===== src/rtl/pwm_multi_pkg.sv =====
package pwm_multi_pkg;
  localparam int ADDR_W    = 6;
  localparam int DATA_W    = 8;
  localparam int SEL_W     = 2;
  localparam int PS_STRIDE = 4;
  localparam int SEL_PER_GROUP = 4;

  localparam int A_CTRL  = 'h00;
  localparam int A_SRC   = 'h01;
  localparam int A_GATE  = 'h02;
  localparam int A_POL   = 'h03;
  localparam int A_OD    = 'h04;
  localparam int A_SEL0  = 'h05;
  localparam int A_PS0   = 'h08;
  localparam int A_DUTY0 = 'h20;
endpackage


===== src/rtl/pwm_multi_regs.sv =====
module pwm_multi_regs
  import pwm_multi_pkg::*;
#(
  parameter int NUM_CH = 4,
  parameter int NUM_PS = 3,
  parameter int DIV_W  = 16,
  parameter int CYC_W  = 8
) (
  input  logic                                clk,
  input  logic                                rst,
  input  logic                                wr_en,
  input  logic [ADDR_W-1:0]                   wr_addr,
  input  logic [DATA_W-1:0]                   wr_data,
  output logic                                gen_en,
  output logic [NUM_PS-1:0]                   src_fast,
  output logic [NUM_CH-1:0]                   gate_q,
  output logic [NUM_CH-1:0]                   pol_q,
  output logic [NUM_CH-1:0]                   od_q,
  output logic [NUM_CH-1:0][SEL_W-1:0]        sel_q,
  output logic [NUM_PS-1:0][DIV_W-1:0]        div_sh,
  output logic [NUM_PS-1:0][CYC_W-1:0]        cyc_sh,
  output logic [NUM_CH-1:0][CYC_W-1:0]        duty_sh
);
  localparam int HI_W = DIV_W - DATA_W;

  always_ff @(posedge clk) begin
    if (rst) begin
      gen_en   <= 1'b0;
      src_fast <= '0;
      gate_q   <= '0;
      pol_q    <= '0;
      od_q     <= '0;
      sel_q    <= '0;
      div_sh   <= '0;
      cyc_sh   <= '0;
      duty_sh  <= '0;
    end else if (wr_en) begin
      if (int'(wr_addr) == A_CTRL) gen_en   <= wr_data[0];
      if (int'(wr_addr) == A_SRC)  src_fast <= wr_data[NUM_PS-1:0];
      if (int'(wr_addr) == A_GATE) gate_q   <= wr_data[NUM_CH-1:0];
      if (int'(wr_addr) == A_POL)  pol_q    <= wr_data[NUM_CH-1:0];
      if (int'(wr_addr) == A_OD)   od_q     <= wr_data[NUM_CH-1:0];
      for (int c = 0; c < NUM_CH; c++) begin
        if (int'(wr_addr) == A_SEL0 + c / SEL_PER_GROUP)
          sel_q[c] <= wr_data[(c % SEL_PER_GROUP)*SEL_W +: SEL_W];
        if (int'(wr_addr) == A_DUTY0 + c)
          duty_sh[c] <= CYC_W'(wr_data);
      end
      for (int p = 0; p < NUM_PS; p++) begin
        if (int'(wr_addr) == A_PS0 + p*PS_STRIDE)
          div_sh[p][DATA_W-1:0] <= wr_data;
        if (int'(wr_addr) == A_PS0 + p*PS_STRIDE + 1)
          div_sh[p][DIV_W-1:DATA_W] <= wr_data[HI_W-1:0];
        if (int'(wr_addr) == A_PS0 + p*PS_STRIDE + 2)
          cyc_sh[p] <= CYC_W'(wr_data);
      end
    end
  end
endmodule


===== src/rtl/pwm_multi_prescaler.sv =====
module pwm_multi_prescaler #(
  parameter int DIV_W = 16,
  parameter int CYC_W = 8
) (
  input  logic             clk,
  input  logic             rst,
  input  logic             run,
  input  logic             tick,
  input  logic [DIV_W-1:0] div_sh,
  input  logic [CYC_W-1:0] cyc_sh,
  output logic [CYC_W-1:0] cnt,
  output logic             wrap
);
  logic [DIV_W-1:0] div_cnt, div_act;
  logic [CYC_W-1:0] cyc_act;
  logic             div_end;

  assign div_end = (div_cnt == div_act);
  assign wrap    = run & tick & div_end & (cnt == cyc_act);

  always_ff @(posedge clk) begin
    if (rst) begin
      div_cnt <= '0;
      cnt     <= '0;
      div_act <= '0;
      cyc_act <= '0;
    end else if (!run) begin
      div_cnt <= '0;
      cnt     <= '0;
      div_act <= div_sh;
      cyc_act <= cyc_sh;
    end else if (tick) begin
      if (div_end) begin
        div_cnt <= '0;
        if (cnt == cyc_act) begin
          cnt     <= '0;
          div_act <= div_sh;
          cyc_act <= cyc_sh;
        end else begin
          cnt <= cnt + 1'b1;
        end
      end else begin
        div_cnt <= div_cnt + 1'b1;
      end
    end
  end
endmodule


===== src/rtl/pwm_multi_channel.sv =====
module pwm_multi_channel
  import pwm_multi_pkg::*;
#(
  parameter int NUM_PS = 3,
  parameter int CYC_W  = 8
) (
  input  logic                         clk,
  input  logic                         rst,
  input  logic                         run,
  input  logic [SEL_W-1:0]             sel,
  input  logic [NUM_PS-1:0][CYC_W-1:0] cnt_all,
  input  logic [NUM_PS-1:0]            wrap_all,
  input  logic [CYC_W-1:0]             duty_sh,
  input  logic                         gate,
  input  logic                         pol,
  input  logic                         od,
  output logic                         pwm_out,
  output logic                         pwm_oe
);
  logic             sel_ok, cur_wrap, raw, level;
  logic [CYC_W-1:0] cur_cnt, duty_act;

  always_comb begin
    sel_ok   = 1'b0;
    cur_cnt  = '0;
    cur_wrap = 1'b0;
    for (int p = 0; p < NUM_PS; p++) begin
      if (int'(sel) == p) begin
        sel_ok   = 1'b1;
        cur_cnt  = cnt_all[p];
        cur_wrap = wrap_all[p];
      end
    end
  end

  assign raw   = run & ~gate & sel_ok & (cur_cnt < duty_act);
  assign level = raw ^ pol;

  always_ff @(posedge clk) begin
    if (rst) begin
      duty_act <= '0;
      pwm_out  <= 1'b0;
      pwm_oe   <= 1'b1;
    end else begin
      if (!run || cur_wrap) duty_act <= duty_sh;
      pwm_out <= level;
      pwm_oe  <= od ? ~level : 1'b1;
    end
  end
endmodule


===== src/rtl/pwm_multi.sv =====
module pwm_multi
  import pwm_multi_pkg::*;
#(
  parameter int NUM_CH = 4,
  parameter int NUM_PS = 3,
  parameter int DIV_W  = 16,
  parameter int CYC_W  = 8
) (
  input  logic              clk,
  input  logic              rst,
  input  logic              fast_tick,
  input  logic              slow_tick,
  input  logic              wr_en,
  input  logic [5:0]        wr_addr,
  input  logic [7:0]        wr_data,
  output logic [NUM_CH-1:0] pwm_out,
  output logic [NUM_CH-1:0] pwm_oe
);
  logic                         gen_en;
  logic [NUM_PS-1:0]            src_fast;
  logic [NUM_CH-1:0]            gate_q, pol_q, od_q;
  logic [NUM_CH-1:0][SEL_W-1:0] sel_q;
  logic [NUM_PS-1:0][DIV_W-1:0] div_sh;
  logic [NUM_PS-1:0][CYC_W-1:0] cyc_sh;
  logic [NUM_CH-1:0][CYC_W-1:0] duty_sh;
  logic [NUM_PS-1:0][CYC_W-1:0] cnt_w;
  logic [NUM_PS-1:0]            wrap_w;

  pwm_multi_regs #(
    .NUM_CH(NUM_CH), .NUM_PS(NUM_PS), .DIV_W(DIV_W), .CYC_W(CYC_W)
  ) u_regs (
    .clk(clk), .rst(rst), .wr_en(wr_en), .wr_addr(wr_addr), .wr_data(wr_data),
    .gen_en(gen_en), .src_fast(src_fast), .gate_q(gate_q), .pol_q(pol_q),
    .od_q(od_q), .sel_q(sel_q), .div_sh(div_sh), .cyc_sh(cyc_sh),
    .duty_sh(duty_sh)
  );

  for (genvar p = 0; p < NUM_PS; p++) begin : g_ps
    pwm_multi_prescaler #(.DIV_W(DIV_W), .CYC_W(CYC_W)) u_ps (
      .clk(clk), .rst(rst), .run(gen_en),
      .tick(src_fast[p] ? fast_tick : slow_tick),
      .div_sh(div_sh[p]), .cyc_sh(cyc_sh[p]),
      .cnt(cnt_w[p]), .wrap(wrap_w[p])
    );
  end

  for (genvar c = 0; c < NUM_CH; c++) begin : g_ch
    pwm_multi_channel #(.NUM_PS(NUM_PS), .CYC_W(CYC_W)) u_ch (
      .clk(clk), .rst(rst), .run(gen_en), .sel(sel_q[c]),
      .cnt_all(cnt_w), .wrap_all(wrap_w), .duty_sh(duty_sh[c]),
      .gate(gate_q[c]), .pol(pol_q[c]), .od(od_q[c]),
      .pwm_out(pwm_out[c]), .pwm_oe(pwm_oe[c])
    );
  end
endmodule


===== config.mk =====
export PLATFORM = sky130hd
export DESIGN_NAME = pwm_multi
export DESIGN_NICKNAME = d
export VERILOG_FILES = /design/src/rtl/pwm_multi_pkg.sv /design/src/rtl/pwm_multi_regs.sv /design/src/rtl/pwm_multi_prescaler.sv /design/src/rtl/pwm_multi_channel.sv /design/src/rtl/pwm_multi.sv
export SDC_FILE = /design/constraint.sdc
export NUM_CORES = 1
export LEC_CHECK = 0
export BUFFER_PORTS_ARGS = -buffer_cell sky130_fd_sc_hd__buf_4
export CORE_MARGIN = 2
export CORE_UTILIZATION = 50
export DETAILED_ROUTE_END_ITERATION = 8
export GPL_ROUTABILITY_DRIVEN = 0
export PLACE_DENSITY = 0.73
export SYNTH_ARGS = -nofsm -noshare
export SYNTH_HDL_FRONTEND = slang
export SYNTH_SLANG_ARGS = --single-unit

===== constraint.sdc =====
create_clock -name clk -period 3.47 [get_ports clk]
set_input_delay 0.347 -clock clk [delete_from_list [all_inputs] [get_ports clk]]
set_output_delay 0.347 -clock clk [all_outputs]
set_load 0.01 [all_outputs]

==> impl_results.md <==
* Die area at 0.0309 sq mm
* Antenna viol nets, final at 0
* Cell family with most CP delay: simple AND/OR/NAND/NOR gates
* Seq/Total Area, Yosys at 0.424
* Fmax at 349 MHz
* Max-cap violations at 0
* PortBufs at 26
* Critical path destination: g_ch[0].u_ch.pwm_oe$_SDFF_PP1_
* Core Rows at 62
* Tmin final at 2.86 ns
* Syn_area_per_cell at 8.92 sq um
* H-tree depth at 2
* CP max stage delay at 0.58 ns
* DR WL/cell at 17.3 um
* Layout cells sized above 1 at 0.0708
* Layout Cells excl Fill at 2023
* Synth Area in Compound Gates at 0.0665
* Number of global-route vias before repair at 10824
* Routed Wire Length at 35100 um
* CTS Buf Count at 35
* Vias at 11175
* Normalized max-slew margin at 0.222
* DP Cell Count at 1961
* Pin count of the biggest net entering global routing at 239
* Mapped cell area at 0.0147 sq mm
* Final Hold Fails at 0
* Syn Nets at 1705
* Post-CTS Setup Repair Bufs at 0
* Synth Area in Simple Gates at 0.203
* DIE HEIGHT at 176 um
* Worst skew pair latency at 0.53 ns
* Data required, critical path at 3.87 ns
* Worst min-delay path class: input port to register
* Leak at 6.67 nW
* TritonCTS Sinks at 312
* Die W at 176 um
* Critical Path Fanout Max at 15
* Setup ws final at 0.605 ns
* Starting Density at 0.511
* Pwr dens at 466 mW/mm^2
* CP Launch Type: register
* Iter 0 DRT Violations at 651
* Reg-to-Reg End: g_ch[0].u_ch.pwm_oe$_SDFF_PP1_
* I/O pin count at 27
* # setup viols final at 0
* Final HPWL from detailed placement at 23000 um
* Post-synth cell types at 49
* Final worst-path cycle share at 0.826
* Worst clock skew at 0.0235 ns
* Hold buffers post-CTS at 0
* Ant diodes at 0
* R2R setup slack at 0.61 ns
* Outcome: complete, no violations
* Post_cts resized at 0
* First-pass GRT wire length at 57200 um
* Largest family of logic cells by synthesized area: simple AND/OR/NAND/NOR gates
* DRC viols at 0
* Crit. path cell count at 10
* Clock Path Buffers at 3
* Min Hold Slack at 0.172 ns
* Seq cells post-synth at 312
* FILL cells at 2523
* Design Power at 0.00753 W
* Buf/Inv on CP at 0
* TNS Setup at 0 ns
* Final net count at 1667
* CP endpoint kind: register
* Congestion Overflow GR at 0
* XOR/XNOR share of the synthesized area at 0.0820
* Worst Reg-to-Reg Cells at 10
* Path type of the worst setup path: register to register
* Gate Count Post-Synth at 1652
* CP Launch Point: u_regs.sel_q[0]$_SDFFE_PP0P_
* Initial antenna violation count at 0
* Vias per cell at 5.52
* Dpl ws at 0.653 ns
* Critical R2R Launch: u_regs.sel_q[0]$_SDFFE_PP0P_
* CP max stage cell: dfxtp_1
* Peak supply drop at 0.364 mV
* Post-Synth Adder-Cell Area at 0.0289
* Root Buffer: clkbuf_16
* CTS tree: built
* Post-synth ARST share at 0
* Number of flops mapped to enable cells by yosys at 0
* Yosys warning total at 0
* Tot GR Track Use at 0.230
* Core Region at 0.0289 sq mm
* Worst-Margin Slew at 1.16 ns
* Pre-antenna DRT Iters at 5
* Area grow syn2layout at 9.73%
* Crit path DAT at 3.27 ns
* Post-synth top flop: dfxtp_1
* Mux contribution to synthesized area at 0.151
* Critical-path cell list: nor2b_1 > nand2_1 > o21ai_0 > ha_1 > a21oi_1 > nor2b_1 > o21ai_0 > o311ai_0 > xor2_1 > or3b_2
* RSZ-0062 raised after global routing: no
* Clock transition at path regs at 0.06 ns
* Final Max Tran Viols at 0
==> cell type report <==
cell class,count,area (sq um),share of cell area
tap,384,480,0.0297
clock inverter,9,120,0.00743
timing repair buffer,39,309,0.0191
inverter,37,139,0.00859
multi-input combinational,1189,7840,0.485
clock buffer,53,1030,0.0640
sequential,312,6250,0.386
==> synthesized netlist by cell type, types with 8 or more instances <==
master / count / area [sq um]
dfxtp_1: 312 / 6250
nor2_1: 255 / 957
mux2i_1: 219 / 2190
nand2_1: 136 / 510
xor2_1: 94 / 823
clkbuf_1: 80 / 300
a21oi_1: 69 / 345
nand2b_1: 69 / 432
nand3_1: 63 / 315
o21ai_0: 51 / 255
xnor2_1: 44 / 385
inv_1: 37 / 139
ha_1: 34 / 425
nor4_1: 27 / 169
nand4_1: 20 / 125
nor3_1: 20 / 100
buf_2: 12 / 60.1
nor2b_1: 12 / 75.1
buf_4: 8 / 60.1
==> report_power, final <==
group          total, W  internal (W)  switching, W  leakage, nW
Combinational  0.000232     0.0000617      0.000170         3.59
Clock           0.00370       0.00222       0.00148        0.562
Sequential      0.00360       0.00359    0.00000666         2.51
==> metal layers <==
| layer | vias up | share of wire | GRT usage |
|---|---|---|---|
| li1 | 5478 | - | - |
| met1 | 5332 | 0.46 | 0.306 |
| met2 | 278 | 0.46 | 0.379 |
| met3 | 87 | 0.049 | 0.0305 |
| met4 | 0 | 0.034 | 0.0878 |
| met5 | - | 0 | 0 |
==> flip-flops by register name (all words and copies together) (netlist names) <==
name	count
g_ch.u_ch.pwm_out	4
u_regs.sel_q	8
u_regs.gen_en	1
g_ps.u_ps.div_act	48
u_regs.src_fast	3
g_ps.u_ps.cyc_act	24
u_regs.cyc_sh	24
g_ps.u_ps.div_cnt	48
u_regs.pol_q	4
g_ch.u_ch.pwm_oe	4
g_ch.u_ch.duty_act	32
u_regs.od_q	4
g_ps.u_ps.cnt	24
u_regs.gate_q	4
u_regs.div_sh	48
u_regs.duty_sh	32
==> worst min path at each step <==
| stage | cells past startpoint | end | slack [ns] | from |
|---|---|---|---|---|
| 2_1_floorplan | 2 | u_regs.gate_q[3]$_SDFFE_PP0P_ | 0.44 | u_regs.gate_q[3]$_SDFFE_PP0P_ |
| 3_3_place_gp | 2 | u_regs.gate_q[2]$_SDFFE_PP0P_ | 0.44 | u_regs.gate_q[2]$_SDFFE_PP0P_ |
| 3_5_place_dp | 2 | u_regs.duty_sh[14]$_SDFFE_PP0P_ | 0.45 | u_regs.duty_sh[14]$_SDFFE_PP0P_ |
| 4_1_cts | 2 | u_regs.sel_q[4]$_SDFFE_PP0P_ | 0.15 | rst |
| 5_1_grt | 2 | u_regs.cyc_sh[4]$_SDFFE_PP0P_ | 0.18 | rst |
| 6_report | 2 | u_regs.sel_q[3]$_SDFFE_PP0P_ | 0.17 | rst |
==> cell usage in the layout, fill, tap and decap left out, types with 26 or more instances in the layout <==
cell	count
xor2_1	94
nand3_1	63
dfxtp_1	312
nand2_1	136
inv_1	37
mux2i_1	219
buf_4	37
nand2b_1	69
nor4_1	26
clkbuf_16	36
a21oi_1	69
nor2_1	254
xnor2_1	44
o21ai_0	51
ha_1	34
==> metrics by stage <==
stage / area (sq um) / util
global placement: 15000 / 0.520
detailed placement: 15000 / 0.520
global route: 16200 / 0.560
finish: 16200 / 0.560
floorplan: 14700 / -
CTS: 16200 / 0.560
==> logic make-up after synthesis <==
| group | Yosys count |
|---|---|
| adder cells (fa/ha/maj) | 34 |
| buffers and inverters | 151 |
| multiplexers | 222 |
| flip-flops | 312 |
| AND/OR/NAND/NOR | 642 |
| XOR/XNOR | 138 |
| AO/OA/AOI/OAI | 153 |
(Power assumes the default switching activity.)
